===== src/rtl/sw_pkg.sv =====
package sw_pkg;

    // register addresses
    localparam int SW_ADDR_LO    = 0;
    localparam int SW_ADDR_HI    = 1;
    localparam int SW_ADDR_FLAGS = 2;
    localparam int SW_ADDR_CTRL  = 3;
    localparam int SW_ADDR_MASK  = 4;

    // control bit positions
    localparam int SW_CTRL_CLR = 0;
    localparam int SW_CTRL_RUN = 1;

    typedef enum logic {
        SW_STOPPED = 1'b0,
        SW_RUNNING = 1'b1
    } sw_state_e;

endpackage


===== src/rtl/sw_prescale.sv =====
module sw_prescale #(
    parameter int NUM = 100,
    parameter int DEN = 256
) (
    input  logic clk,
    input  logic rst_n,
    input  logic en,
    input  logic tick,
    input  logic clr,
    output logic step
);
    localparam int ACC_W = $clog2(DEN) + 1;

    logic [ACC_W-1:0] acc_q;
    logic [ACC_W-1:0] acc_sum;
    logic             wrap;

    always_comb begin
        acc_sum = acc_q + ACC_W'(NUM);
        wrap    = (acc_sum >= ACC_W'(DEN));
        step    = en && tick && !clr && wrap;
    end

    always_ff @(posedge clk or negedge rst_n) begin
        if (!rst_n) begin
            acc_q <= '0;
        end else if (clr) begin
            acc_q <= '0;
        end else if (en && tick) begin
            acc_q <= wrap ? (acc_sum - ACC_W'(DEN)) : acc_sum;
        end
    end

endmodule


===== src/rtl/sw_bcd_digit.sv =====
module sw_bcd_digit #(
    parameter int DIG_W = 4,
    parameter int MAXV  = 9
) (
    input  logic             clk,
    input  logic             rst_n,
    input  logic             clr,
    input  logic             inc,
    output logic [DIG_W-1:0] value,
    output logic             carry
);
    logic [DIG_W-1:0] val_q;
    logic             at_top;

    always_comb begin
        at_top = (val_q == DIG_W'(MAXV));
        carry  = inc && at_top;
        value  = val_q;
    end

    always_ff @(posedge clk or negedge rst_n) begin
        if (!rst_n) begin
            val_q <= '0;
        end else if (clr) begin
            val_q <= '0;
        end else if (inc) begin
            val_q <= at_top ? '0 : val_q + 1'b1;
        end
    end

endmodule


===== src/rtl/sw_irq_flags.sv =====
module sw_irq_flags #(
    parameter int N = 2
) (
    input  logic         clk,
    input  logic         rst_n,
    input  logic [N-1:0] set_ev,
    input  logic         rd_clr,
    input  logic [N-1:0] mask,
    output logic [N-1:0] flags,
    output logic [N-1:0] irq
);
    logic [N-1:0] flag_q;

    // a set event in the same cycle as a clearing read wins
    always_ff @(posedge clk or negedge rst_n) begin
        if (!rst_n) begin
            flag_q <= '0;
        end else begin
            flag_q <= set_ev | (flag_q & ~{N{rd_clr}});
        end
    end

    always_comb begin
        flags = flag_q;
        irq   = flag_q & mask;
    end

endmodule


===== src/rtl/stopwatch_timer.sv =====
module stopwatch_timer
    import sw_pkg::*;
#(
    parameter int ADDR_W   = 3,
    parameter int DATA_W   = 4,
    parameter int DIG_W    = 4,
    parameter int NDIG     = 2,
    parameter int TICK_NUM = 100,
    parameter int TICK_DEN = 256
) (
    input  logic              clk,
    input  logic              rst_n,
    input  logic              tick_256,
    input  logic [ADDR_W-1:0] bus_addr,
    input  logic              bus_wr,
    input  logic              bus_rd,
    input  logic [DATA_W-1:0] bus_wdata,
    output logic [DATA_W-1:0] bus_rdata,
    output logic              irq_tenth,
    output logic              irq_second
);
    sw_state_e        state_q, state_d;
    logic             count_en;
    logic             run_bit;
    logic             wr_ctrl, wr_mask, rd_flags, clr;
    logic             step;
    logic [NDIG:0]    inc_chain;
    logic [DIG_W-1:0] dig_val [NDIG];
    logic [NDIG-1:0]  flag_q, irq_v, mask_q;

    // bus decode
    always_comb begin
        wr_ctrl  = bus_wr && (int'(bus_addr) == SW_ADDR_CTRL);
        wr_mask  = bus_wr && (int'(bus_addr) == SW_ADDR_MASK);
        rd_flags = bus_rd && (int'(bus_addr) == SW_ADDR_FLAGS);
        clr      = wr_ctrl && bus_wdata[SW_CTRL_CLR];
    end

    // run/stop state register
    always_ff @(posedge clk or negedge rst_n) begin
        if (!rst_n) state_q <= SW_STOPPED;
        else        state_q <= state_d;
    end

    // transitions: GO and HALT
    always_comb begin
        state_d = state_q;
        unique case (state_q)
            SW_STOPPED: if (wr_ctrl && bus_wdata[SW_CTRL_RUN])  state_d = SW_RUNNING;
            SW_RUNNING: if (wr_ctrl && !bus_wdata[SW_CTRL_RUN]) state_d = SW_STOPPED;
            default:    state_d = SW_STOPPED;
        endcase
    end

    // state outputs
    always_comb begin
        count_en = 1'b0;
        run_bit  = 1'b0;
        unique case (state_q)
            SW_STOPPED: begin count_en = 1'b0; run_bit = 1'b0; end
            SW_RUNNING: begin count_en = 1'b1; run_bit = 1'b1; end
            default:    begin count_en = 1'b0; run_bit = 1'b0; end
        endcase
    end

    sw_prescale #(.NUM(TICK_NUM), .DEN(TICK_DEN)) u_pre (
        .clk  (clk),
        .rst_n(rst_n),
        .en   (count_en),
        .tick (tick_256),
        .clr  (clr),
        .step (step)
    );

    assign inc_chain[0] = step;

    for (genvar g = 0; g < NDIG; g++) begin : g_dig
        sw_bcd_digit #(.DIG_W(DIG_W), .MAXV(9)) u_dig (
            .clk  (clk),
            .rst_n(rst_n),
            .clr  (clr),
            .inc  (inc_chain[g]),
            .value(dig_val[g]),
            .carry(inc_chain[g+1])
        );
    end

    sw_irq_flags #(.N(NDIG)) u_flags (
        .clk   (clk),
        .rst_n (rst_n),
        .set_ev(inc_chain[NDIG:1]),
        .rd_clr(rd_flags),
        .mask  (mask_q),
        .flags (flag_q),
        .irq   (irq_v)
    );

    always_ff @(posedge clk or negedge rst_n) begin
        if (!rst_n)       mask_q <= '0;
        else if (wr_mask) mask_q <= bus_wdata[NDIG-1:0];
    end

    // read mux
    always_comb begin
        bus_rdata = '0;
        if (bus_rd) begin
            case (int'(bus_addr))
                SW_ADDR_LO:    bus_rdata = DATA_W'(dig_val[0]);
                SW_ADDR_HI:    bus_rdata = DATA_W'(dig_val[NDIG-1]);
                SW_ADDR_FLAGS: bus_rdata = DATA_W'(flag_q);
                SW_ADDR_CTRL:  bus_rdata = DATA_W'({run_bit, 1'b0});
                SW_ADDR_MASK:  bus_rdata = DATA_W'(mask_q);
                default:       bus_rdata = '0;
            endcase
        end
    end

    assign irq_tenth  = irq_v[0];
    assign irq_second = irq_v[NDIG-1];

endmodule


===== config.mk =====
export PLATFORM = sky130hd
export DESIGN_NAME = stopwatch_timer
export DESIGN_NICKNAME = d
export VERILOG_FILES = /design/src/rtl/sw_pkg.sv /design/src/rtl/sw_prescale.sv /design/src/rtl/sw_bcd_digit.sv /design/src/rtl/sw_irq_flags.sv /design/src/rtl/stopwatch_timer.sv
export SDC_FILE = /design/constraint.sdc
export NUM_CORES = 1
export LEC_CHECK = 0
export ABC_AREA = 1
export BUFFER_PORTS_ARGS = -buffer_cell sky130_fd_sc_hd__buf_4
export CAP_MARGIN = 0
export CORE_ASPECT_RATIO = 1.4
export CORE_MARGIN = 5
export CORE_UTILIZATION = 50
export CTS_CLUSTER_SIZE = 24
export DETAILED_ROUTE_END_ITERATION = 7
export PLACE_DENSITY = 0.72
export SETUP_SLACK_MARGIN = 0.2
export SYNTH_ARGS = -nofsm -noshare
export SYNTH_HDL_FRONTEND = slang
export SYNTH_SLANG_ARGS = --single-unit

===== constraint.sdc =====
create_clock -name clk -period 1.35 [get_ports clk]
set_input_delay 0.135 -clock clk [delete_from_list [all_inputs] [get_ports clk]]
set_output_delay 0.135 -clock clk [all_outputs]
set_load 0.01 [all_outputs]

==> out/summary.md <==
- total global-route track usage: 0.197
- area added between synthesis and finish: 41.9%
- number of iterations in the first detailed-routing pass: 4
- fin nets: 229
- average wire per cell in the routed design: 14.1 µm
- Lkg Pwr: 0.898 nW
- cell seen most often among critical-path stages: nor2_1
- path type of the worst min-delay path: in -> reg
- biggest area consumer among synthesized cells: dfrtp_1
- number of nets still failing antenna checks after routing: 0
- CP max-delay cell: dfrtp_1
- DRC viols: 0
- logic gate share of total power: 0.483
- Worst Setup Start Kind: register
- instance count of the mapped netlist: 169
- Cell Int Power: 0.00139 W
- vias in the first global route: 1261
- final setup violation count: 8
- clock tree from TritonCTS: built
- final hold viol count: 0
- MaxCap Viol Count: 0
- pwr/cell area: 1350 nW/µm²
- Cell variety after synth: 22
- Critical path buffers and inverters: 3
- switch share: 0.406
- Synth Register Bits: 20
- horizontal die dimension: 51.8 µm
- antenna violations before repair: 0
- H-tree levels: 1
- Bufs on Longest Clock Path: 2
- post-route clock skew: 0.00175 ns
- crit-path leading delay family: flip-flops
- crit path setup slack, layout: -0.0853 ns
- top cells by area, synth: dfrtp_1 (41%), nand2_1 (16%), nand3_1 (6.5%)
- critical path's largest stage delay: 0.40 ns
- HPWL reported at the end of detailed placement: 2170 µm
- average cell area after synthesis: 7.24 µm²
- commonest non-fill, non-tap cell in the layout: buf_4
- arrival time worst endpoint: 1.30 ns
- number of buffers added on ports: 15
- Clock Sink Count: 20
- fraction of layout instances using a drive strength above 1: 0.443
- switching component of the power: 0.000949 W
- Die Footprint: 3550 µm²
- post-layout min period: 1.44 ns
- most frequent cells in the layout: buf_4 (35), nand2_1 (33), dfrtp_1 (18), inv_1 (17), nand2_2 (15)
- post-placement setup slack: -0.0291 ns
- sequential-to-total area share from yosys stat: 0.409
- routability cong.: 0.899
- number of antenna repair diodes: 0
- Clock Pin Slew Worst Setup and Hold Paths: 0.11 ns
- aggregate global routing overflow: 0
- sequential share of power: 0.395
- first-pass GRT wire length: 5180 µm
- share of the clock period used by the worst path after layout: 1.06
- run status: finished, violations left
- Std-Cell Core Area: 2360 µm²
- via count: 1254
- post-synth top area share: 0.409
- Final Routed Wirelength: 3290 µm
- Crit Path Class: reg -> out
- Clk pwr share: 0.122
- number of primary I/O pins: 18
- total nets after synthesis: 186
- Die Ht: 68.5 µm
- type of element capturing the critical path: output pin
- Synth warnings: 0
- Vias per Instance: 5.38
- Site Rows: 21
- pin count of the biggest net entering global routing: 21
- cells along the critical path: buf_6, inv_4, o22ai_1, nor2_1, nor2_1, buf_4
- Power, Total: 0.00234 W
- root buffer selected by CTS: clkbuf_4
- violations in the final reports: setup timing
- setup repair after global routing missed its margin: yes
- Crit path required time: 1.22 ns
- critical path peak fanout: 2
- insertion delay of the later-clocked pin in the worst-skew pair: 0.30 ns
- worst-case vdd ir drop: 970 µV
- initial core utilization: 0.517
- Inserted Clock Buffers: 3
- maximum clock rate: 0.697 GHz
- worst slew pin tran: 0.272 ns
- Post-Syn Area: 1220 µm²
- DRC marker count from the first detailed-route iteration: 34
- worst-case headroom to the max-slew limit: 0.819
- Slew Limit Fails: 0
repair_timing:
| item | in CTS | in global routing |
|---|---|---|
| setup buffers | 10 | 3 |
| hold buffers | 1 | 0 |
| pin swaps | 15 | 16 |
| gates resized for setup | 18 | 25 |
| endpoints found under the hold margin | 20 | 0 |
| setup endpoints to repair | 14 | 17 |
final timing paths:
check | start | endpoint | slack [ns] | cells past startpoint
setup / recovery | g_dig[0].u_dig.value[0] | bus_rdata[0] | -0.09 | 6
hold / removal | bus_wdata[1] | state_q | 0.09 | 3
setup reg to reg | u_pre.acc_q[3] | g_dig[1].u_dig.value[1] | -0.05 | 10
hold reg to reg | u_pre.acc_q[6] | u_pre.acc_q[6] | 0.55 | 2
max in group asynchronous | rst_n | g_dig[0].u_dig.value[2] | 0.86 | 2
min in group asynchronous | rst_n | mask_q[0] | 0.25 | 2
power groups by stage:
stage          logic [W]  clock network (W)  registers, W
2_1_floorplan   0.000509                  0      0.000911
3_3_place_gp    0.000775                  0      0.000915
3_5_place_dp    0.000827                  0      0.000923
4_1_cts          0.00102           0.000289      0.000905
5_1_grt          0.00125           0.000319      0.000944
6_report         0.00113           0.000285      0.000924
cell type report:
class / instances / area [µm²]
fillers: 181 / 628
flip-flops and latches: 20 / 503
multi-input cells: 127 / 792
inverters: 21 / 83.8
repair buffers: 39 / 307
well taps: 23 / 28.8
clock buffers: 3 / 22.5
registers in the layout (all words and copies together), names as in the netlist:
register	count
g_dig.u_dig.value	8
u_flags.flags	2
u_pre.acc_q	7
mask_q	2
state_q	1
worst min-delay path, cell delays in order:
cell and delay, ns:
buf_4 0.10, inv_1 0.05, o21ai_0 0.07
metrics by stage:
step / hold WS [ns] / cell area [µm²] / utilization / setup TNS, ns / instances
finish: 0.0937 / 1740 / 0.734 / -0.335 / 233
floorplan: -0.161 / 1260 / - / 0 / 169
detailed placement: 0.0300 / 1470 / 0.621 / -0.123 / 216
global route: 0.115 / 1740 / 0.734 / -0.956 / 233
global placement: 0.0257 / 1470 / 0.621 / 0 / 216
CTS: 0.0931 / 1630 / 0.689 / -0.134 / 230
layer usage:
layer  track usage  part of all wire
met1         0.210              0.37
met2         0.371              0.57
met4         0.102             0.018
met5             0                 0
met3        0.0301             0.040
logic make-up after synthesis:
logic type / after synthesis / share of synthesized area
AND/OR/NAND/NOR: 98 / 0.354
buffers and inverters: 22 / 0.0685
AO/OA/AOI/OAI: 21 / 0.0961
flip-flops: 20 / 0.409
adder cells (fa/ha/maj): 5 / 0.0511
XOR/XNOR: 3 / 0.0215
synthesized netlist by cell type:
cell type	number
a21oi_1	8
and3_1	1
buf_2	1
dfrtp_1	20
ha_1	5
inv_1	18
inv_2	3
nand2_1	51
nand2_2	3
nand3_1	16
nand3_2	1
nand3_4	1
nand4_1	2
nor2_1	18
nor2_2	3
nor3_1	2
o21ai_0	7
o21ai_1	2
o21ai_2	3
o22ai_1	1
xnor2_1	1
xor2_1	2
No activity file was read; power rests on OpenSTA's default activity.
